<file path="config.mk">
export PLATFORM = sky130hd
export DESIGN_NAME = cmt_timer
export DESIGN_NICKNAME = d
export VERILOG_FILES = /design/src/rtl/cmt_pkg.sv /design/src/rtl/cmt_prescaler.sv /design/src/rtl/cmt_edge_sync.sv /design/src/rtl/cmt_regs.sv /design/src/rtl/cmt_core.sv /design/src/rtl/cmt_timer.sv
export SDC_FILE = /design/constraint.sdc
export NUM_CORES = 1
export LEC_CHECK = 0
export BUFFER_PORTS_ARGS = -buffer_cell sky130_fd_sc_hd__buf_2
export CORE_MARGIN = 2
export CORE_UTILIZATION = 30
export DETAILED_ROUTE_END_ITERATION = 8
export GPL_TIMING_DRIVEN = 0
export SYNTH_ARGS = -nofsm -noshare
export SYNTH_HDL_FRONTEND = slang
export SYNTH_SLANG_ARGS = --single-unit
</file>
<file path="constraint.sdc">
create_clock -name clk -period 5.3 [get_ports clk]
set_input_delay 1.59 -clock clk [delete_from_list [all_inputs] [get_ports clk]]
set_output_delay 1.59 -clock clk [all_outputs]
set_load 0.005 [all_outputs]
</file>
<file path="src/rtl/cmt_pkg.sv">
`timescale 1ns/1ps
package cmt_pkg;
  localparam int BYTE_W = 8;
  localparam int CNT_W  = 2 * BYTE_W;
  localparam int ADDR_W = 3;

  typedef enum logic [1:0] {
    MODE_TIMER  = 2'b00,
    MODE_PERIOD = 2'b01,
    MODE_EVENT  = 2'b10,
    MODE_PULSE  = 2'b11
  } mode_e;

  // control register layout: [3] stop, [2] falling-edge select, [1:0] mode
  typedef struct packed {
    logic  stop;
    logic  fall_sel;
    mode_e mode;
  } ctrl_t;

  localparam logic [ADDR_W-1:0] A_CNT_LO = 3'd0;
  localparam logic [ADDR_W-1:0] A_CNT_HI = 3'd1;
  localparam logic [ADDR_W-1:0] A_CTRL   = 3'd2;
  localparam logic [ADDR_W-1:0] A_CAP_LO = 3'd3;
  localparam logic [ADDR_W-1:0] A_CAP_HI = 3'd4;
endpackage

</file>
<file path="src/rtl/cmt_prescaler.sv">
`timescale 1ns/1ps
module cmt_prescaler #(
  parameter int DIV = 16
) (
  input  logic clk,
  input  logic rst_n,
  output logic tick
);
  localparam int PW = (DIV > 1) ? $clog2(DIV) : 1;
  localparam logic [PW-1:0] LAST = PW'(DIV - 1);

  logic [PW-1:0] div_q, div_d;

  assign tick = (div_q == LAST);

  always_comb begin
    if (tick) div_d = '0;
    else      div_d = div_q + 1'b1;
  end

  always_ff @(posedge clk or negedge rst_n) begin
    if (!rst_n) div_q <= '0;
    else        div_q <= div_d;
  end
endmodule

</file>
<file path="src/rtl/cmt_edge_sync.sv">
`timescale 1ns/1ps
module cmt_edge_sync #(
  parameter int STAGES = 2
) (
  input  logic clk,
  input  logic rst_n,
  input  logic pin,
  output logic rise,
  output logic fall
);
  logic synced;
  logic prev_q;

  for (genvar i = 0; i < STAGES; i++) begin : g_stage
    logic d;
    logic q;
    if (i == 0) begin : g_first
      assign d = pin;
    end else begin : g_next
      assign d = g_stage[i-1].q;
    end
    always_ff @(posedge clk or negedge rst_n) begin
      if (!rst_n) q <= 1'b0;
      else        q <= d;
    end
  end

  assign synced = g_stage[STAGES-1].q;

  always_ff @(posedge clk or negedge rst_n) begin
    if (!rst_n) prev_q <= 1'b0;
    else        prev_q <= synced;
  end

  assign rise = synced & ~prev_q;
  assign fall = ~synced & prev_q;
endmodule

</file>
<file path="src/rtl/cmt_regs.sv">
`timescale 1ns/1ps
module cmt_regs
  import cmt_pkg::*;
(
  input  logic              clk,
  input  logic              rst_n,
  input  logic [ADDR_W-1:0] bus_addr,
  input  logic              bus_wr,
  input  logic              bus_rd,
  input  logic [BYTE_W-1:0] bus_wdata,
  output logic [BYTE_W-1:0] bus_rdata,
  input  logic [CNT_W-1:0]  count,
  input  logic [CNT_W-1:0]  capture,
  output ctrl_t             ctrl,
  output logic [CNT_W-1:0]  latch,
  output logic              cnt_load,
  output logic [CNT_W-1:0]  load_val
);
  ctrl_t             ctrl_q, ctrl_d;
  logic [BYTE_W-1:0] stage_q, stage_d;
  logic [CNT_W-1:0]  latch_q, latch_d;
  logic [BYTE_W-1:0] snap_q, snap_d;
  logic              unused_wdata_hi;

  assign unused_wdata_hi = ^bus_wdata[BYTE_W-1:4];

  always_comb begin
    ctrl_d  = ctrl_q;
    stage_d = stage_q;
    latch_d = latch_q;
    snap_d  = snap_q;
    if (bus_wr) begin
      case (bus_addr)
        A_CNT_LO: stage_d = bus_wdata;
        A_CNT_HI: latch_d = {bus_wdata, stage_q};
        A_CTRL:   ctrl_d  = ctrl_t'(bus_wdata[3:0]);
        default:  ;
      endcase
    end
    if (bus_rd) begin
      case (bus_addr)
        A_CNT_HI: snap_d = count[BYTE_W-1:0];
        A_CAP_HI: snap_d = capture[BYTE_W-1:0];
        default:  ;
      endcase
    end
  end

  always_ff @(posedge clk or negedge rst_n) begin
    if (!rst_n) begin
      ctrl_q  <= '{stop: 1'b1, fall_sel: 1'b0, mode: MODE_TIMER};
      stage_q <= '0;
      latch_q <= '0;
      snap_q  <= '0;
    end else begin
      ctrl_q  <= ctrl_d;
      stage_q <= stage_d;
      latch_q <= latch_d;
      snap_q  <= snap_d;
    end
  end

  always_comb begin
    case (bus_addr)
      A_CNT_LO: bus_rdata = snap_q;
      A_CNT_HI: bus_rdata = count[CNT_W-1:BYTE_W];
      A_CTRL:   bus_rdata = {4'b0000, ctrl_q};
      A_CAP_LO: bus_rdata = snap_q;
      A_CAP_HI: bus_rdata = capture[CNT_W-1:BYTE_W];
      default:  bus_rdata = '0;
    endcase
  end

  assign ctrl     = ctrl_q;
  assign latch    = latch_q;
  assign cnt_load = bus_wr && (bus_addr == A_CNT_HI) && ctrl_q.stop;
  assign load_val = {bus_wdata, stage_q};
endmodule

</file>
<file path="src/rtl/cmt_core.sv">
`timescale 1ns/1ps
module cmt_core
  import cmt_pkg::*;
(
  input  logic             clk,
  input  logic             rst_n,
  input  logic             tick,
  input  logic             rise,
  input  logic             fall,
  input  ctrl_t            ctrl,
  input  logic [CNT_W-1:0] latch,
  input  logic             cnt_load,
  input  logic [CNT_W-1:0] load_val,
  output logic [CNT_W-1:0] count,
  output logic [CNT_W-1:0] capture,
  output logic             irq_tmr,
  output logic             irq_cntr
);
  logic [CNT_W-1:0] count_q, count_d;
  logic [CNT_W-1:0] cap_q, cap_d;
  logic             tmr_q, tmr_d;
  logic             edg_q, edg_d;
  logic             sel_edge;
  logic             measuring;
  logic             step;

  always_comb begin
    if (ctrl.mode == MODE_PULSE) sel_edge = rise | fall;
    else if (ctrl.fall_sel)      sel_edge = fall;
    else                         sel_edge = rise;
  end

  assign measuring = (ctrl.mode == MODE_PERIOD) || (ctrl.mode == MODE_PULSE);
  assign step      = (ctrl.mode == MODE_EVENT) ? sel_edge : tick;

  always_comb begin
    count_d = count_q;
    cap_d   = cap_q;
    tmr_d   = 1'b0;
    edg_d   = sel_edge;
    if (cnt_load) begin
      count_d = load_val;
    end else if (!ctrl.stop) begin
      if (measuring && sel_edge) begin
        cap_d   = count_q;
        count_d = latch;
      end else if (step) begin
        if (count_q == '0) begin
          count_d = latch;
          tmr_d   = 1'b1;
        end else begin
          count_d = count_q - 1'b1;
        end
      end
    end
  end

  always_ff @(posedge clk or negedge rst_n) begin
    if (!rst_n) begin
      count_q <= '0;
      cap_q   <= '0;
      tmr_q   <= 1'b0;
      edg_q   <= 1'b0;
    end else begin
      count_q <= count_d;
      cap_q   <= cap_d;
      tmr_q   <= tmr_d;
      edg_q   <= edg_d;
    end
  end

  assign count    = count_q;
  assign capture  = cap_q;
  assign irq_tmr  = tmr_q;
  assign irq_cntr = edg_q;
endmodule

</file>
<file path="src/rtl/cmt_timer.sv">
`timescale 1ns/1ps
module cmt_timer
  import cmt_pkg::*;
#(
  parameter int DIV         = 16,
  parameter int SYNC_STAGES = 2
) (
  input  logic              clk,
  input  logic              rst_n,
  input  logic              cntr_pin,
  input  logic [ADDR_W-1:0] bus_addr,
  input  logic              bus_wr,
  input  logic              bus_rd,
  input  logic [BYTE_W-1:0] bus_wdata,
  output logic [BYTE_W-1:0] bus_rdata,
  output logic              irq_tmr,
  output logic              irq_cntr
);
  logic             tick;
  logic             rise;
  logic             fall;
  ctrl_t            ctrl;
  logic [CNT_W-1:0] latch;
  logic             cnt_load;
  logic [CNT_W-1:0] load_val;
  logic [CNT_W-1:0] count;
  logic [CNT_W-1:0] capture;

  cmt_prescaler #(.DIV(DIV)) u_presc (
    .clk  (clk),
    .rst_n(rst_n),
    .tick (tick)
  );

  cmt_edge_sync #(.STAGES(SYNC_STAGES)) u_sync (
    .clk  (clk),
    .rst_n(rst_n),
    .pin  (cntr_pin),
    .rise (rise),
    .fall (fall)
  );

  cmt_regs u_regs (
    .clk      (clk),
    .rst_n    (rst_n),
    .bus_addr (bus_addr),
    .bus_wr   (bus_wr),
    .bus_rd   (bus_rd),
    .bus_wdata(bus_wdata),
    .bus_rdata(bus_rdata),
    .count    (count),
    .capture  (capture),
    .ctrl     (ctrl),
    .latch    (latch),
    .cnt_load (cnt_load),
    .load_val (load_val)
  );

  cmt_core u_core (
    .clk     (clk),
    .rst_n   (rst_n),
    .tick    (tick),
    .rise    (rise),
    .fall    (fall),
    .ctrl    (ctrl),
    .latch   (latch),
    .cnt_load(cnt_load),
    .load_val(load_val),
    .count   (count),
    .capture (capture),
    .irq_tmr (irq_tmr),
    .irq_cntr(irq_cntr)
  );
endmodule

</file>
==> flow_metrics.tcl <==
set metrics [dict create \
    routedWlPerCell_um 18.0 \
    cts_repair_resize_count 0 \
    layout.nets 443 \
    maxSlewViolCount 0 \
    critical_path.startpoint_type "input port" \
    power.share.combinational_pct 27.3 \
    post-route-util_pct 36.1 \
    num_antenna_cells 0 \
    synth_largest_area_cell "sky130_fd_sc_hd__dfrtp_1" \
    cell_count_after_placement 587 \
    post-layout-total-power_mw 2.18 \
    post-route-period-util_pct 88.8 \
    slew_headroom_pct 38.0 \
    p_sw_uw 716 \
    max_capacitance_violation_total 0 \
    htree_num_levels 3 \
    antenna_violations_before_repair 0 \
    final_area_mm2 0.00481 \
    firstDrtPassIters 5 \
    num_vias 3287 \
    ctsRootBufferMaster "sky130_fd_sc_hd__clkbuf_16" \
    worst_clock_skew_ns 0.00550 \
    core_area_mm2 0.0133 \
    netlist_top_cells_count "76 x sky130_fd_sc_hd__dfrtp_1, 50 x sky130_fd_sc_hd__mux2_2, 30 x sky130_fd_sc_hd__nand2_1" \
    instances_no_fill 603 \
    synth-seq-area-share_pct 46.5 \
    drt_first_iter_violations 236 \
    yosys_register_bits 77 \
    layout-drive-gt1-share_pct 28.6 \
    detailroute.wirelength.met3_um 680 \
    post-synth-top-count-cell "sky130_fd_sc_hd__dfrtp_1" \
    postSynthCellCount 387 \
    highest-signal-layer "met4" \
    cts.sinks 77 \
    synth_largest_type_area_fraction_pct 45.9 \
    drt-total-wl_um 10900 \
    detail-route-antenna-nets 0 \
    power_density_mw_per_mm2 453 \
    report.final.setup_viol 0 \
    run_status "completed" \
    fp-row-count 42 \
    clk_transition_reported_paths_ns 0.06 \
    grt_usage_pct 15.6 \
    ios 26 \
    postPlaceCellArea_mm2 0.00450 \
    fillerInstances 1362 \
    post_synth_main_area_contributors "sky130_fd_sc_hd__dfrtp_1 46%, sky130_fd_sc_hd__mux2_2 14%, sky130_fd_sc_hd__nand2_1 2.7%" \
    die_height_um 122 \
    vdd_drop_max_v 0.000176 \
    synth_cell_type_count 61 \
    final-hold-violation-count 0 \
    synth-edff-count 0 \
    cp_max_fo 10 \
    ys_warn_count 0 \
    place.port_buffers 23 \
    cellLeakagePower_nw 1.95 \
    setup_ws_ns 0.591 \
    routed-wl-met2_um 4910 \
    vias_in_the_first_global_route 3273 \
    synthesis.nets 408 \
    timing.setup.critical_path_class "in -> out" \
    asyncSetResetFlopFracSynth_pct 100 \
    dp_hpwl_um 7680 \
    postCtsSetupBuffers 0 \
    timing.rr.start "u_sync.g_stage[1].q" \
    drc 0 \
    share_seq_of_total_power_pct 43.3 \
    fp.dieW_um 122 \
    worst_hold_slack_ns 0.345 \
    source_to_sink_clock_delay_at_the_later_pin_of_the_worst_skew_pair_ns 0.34 \
    worst_pin_slew_ns 0.918 \
    power.switching_fraction_pct 32.8 \
    cts_buffer_count 9 \
    hold_buffers 0 \
    grt_setup_unrepaired "no" \
    mapped_area_mm2 0.00414 \
    fin_tns_setup_ns 0 \
    worstHoldStart "u_sync.g_stage[0].q" \
    grt_first_pass_wirelength_um 17800 \
    clk_path_buf_depth 2 \
    internal_power_mw 1.47 \
    largest_net_degree_at_the_start_of_global_routing 40 \
    gp_routability_congestion 0.917 \
    p_r_area_growth_vs_syn_pct 16.2 \
    cts_tree "yes" \
    detail_route.wirelength.met1_um 5020 \
    syn_area_per_cell_um2 10.7 \
    endpoint_kind "output port" \
    global_route.overflow_total 0 \
    start_util_pct 31.0 \
    fin_crit_ns 4.71 \
    power.clock.fraction_pct 29.4 \
    drt-vias-per-instance 5.45 \
    die_area_mm2 0.0148 \
    crit_path_from "bus_addr[0]" \
    detailedPlace.worstSlack_ns 0.608 \
    timing.critical_path.arrival_ns 3.12 \
    fmax_ghz 0.212 \
    synthFlopType "sky130_fd_sc_hd__dfrtp_1" \
    critPathRequiredTime_ns 3.71 \
    worst_hold_path_type "reg -> reg" \
]
==> cells in the final DEF, fill, tap and decap left out, types with 7 or more instances in the layout <==
cell type,count
sky130_fd_sc_hd__a21boi_1,7
sky130_fd_sc_hd__a21oi_1,20
sky130_fd_sc_hd__a22oi_1,12
sky130_fd_sc_hd__buf_2,38
sky130_fd_sc_hd__clkbuf_16,9
sky130_fd_sc_hd__dfrtp_1,76
sky130_fd_sc_hd__mux2_2,50
sky130_fd_sc_hd__mux2i_1,9
sky130_fd_sc_hd__nand2_1,30
sky130_fd_sc_hd__nor2_1,19
sky130_fd_sc_hd__nor3_1,9
sky130_fd_sc_hd__o21ai_0,20
sky130_fd_sc_hd__o21ai_1,10
==> state kept, by name, summed over array words and instances (netlist names), 2 cells and up <==
name and count:
u_core.capture 16, u_core.count 16, u_presc.div_q 4, u_regs.ctrl 4, u_regs.latch 16, u_regs.snap_q 8, u_regs.stage_q 8, u_sync.g_stage.q 2
==> critical path: stages <==
cell	delay, ns
sky130_fd_sc_hd__buf_2	0.16
sky130_fd_sc_hd__nor2_1	0.51
sky130_fd_sc_hd__and2_1	0.21
sky130_fd_sc_hd__buf_2	0.17
sky130_fd_sc_hd__buf_4	0.20
sky130_fd_sc_hd__nand2_1	0.06
sky130_fd_sc_hd__o21ai_0	0.07
sky130_fd_sc_hd__buf_2	0.14
==> power by group through the flow <==
stage          sequential, mW  combinational [mW]  clock (mW)
3_3_place_gp            0.943               0.574           0
6_report                0.946               0.595       0.642
5_1_grt                 0.976               0.660       0.675
3_5_place_dp            0.954               0.593           0
2_1_floorplan           0.895               0.448           0
4_1_cts                 0.945               0.596       0.653
==> routing by layer <==
layer	global-route usage, %	vias to the layer above
met4	5.68	0
met2	24.0	135
met1	21.5	1626
li1	-	1502
met3	3.60	24
met5	0	-
==> path summary, 6_finish.rpt <==
| path | to | slack [ns] | cells after the start |
|---|---|---|---|
| max reg2reg | u_core.irq_tmr | 2.78 | 8 |
| max in group asynchronous | u_regs.ctrl[3] | 3.41 | 2 |
| min | u_sync.g_stage[1].q | 0.34 | 0 |
| max | bus_rdata[4] | 0.59 | 8 |
| min in group asynchronous | u_regs.stage_q[5] | 1.22 | 1 |
| min reg2reg | u_sync.g_stage[1].q | 0.34 | 0 |
==> cells by family (layout without fill, tap and decap cells) <==
kind of cell             after synthesis  count (layout)  synth area share [%]
flip-flops                            77              77                  46.5
AND/OR/NAND/NOR                      101             101                  13.8
multiplexers                          59              59                  15.8
buffers and inverters                 35              75                  4.65
XOR/XNOR                               3               3                 0.634
AO/OA/AOI/OAI                        107             107                  17.2
adder cells (fa/ha/maj)                5               5                  1.51
==> cell type report <==
| cell class | count | area (µm²) | area share, % |
|---|---|---|---|
| buffer | 29 | 170 | 3.54 |
| tap | 176 | 220 | 4.57 |
| clock buffer | 12 | 267 | 5.54 |
| clock inverter | 4 | 45.0 | 0.936 |
| sequential | 77 | 1930 | 40.1 |
| timing repair buffer | 24 | 138 | 2.86 |
| multi-input combinational | 275 | 2020 | 42.0 |
| inverter | 6 | 22.5 | 0.468 |
No activity file was read; power rests on OpenSTA's default activity.
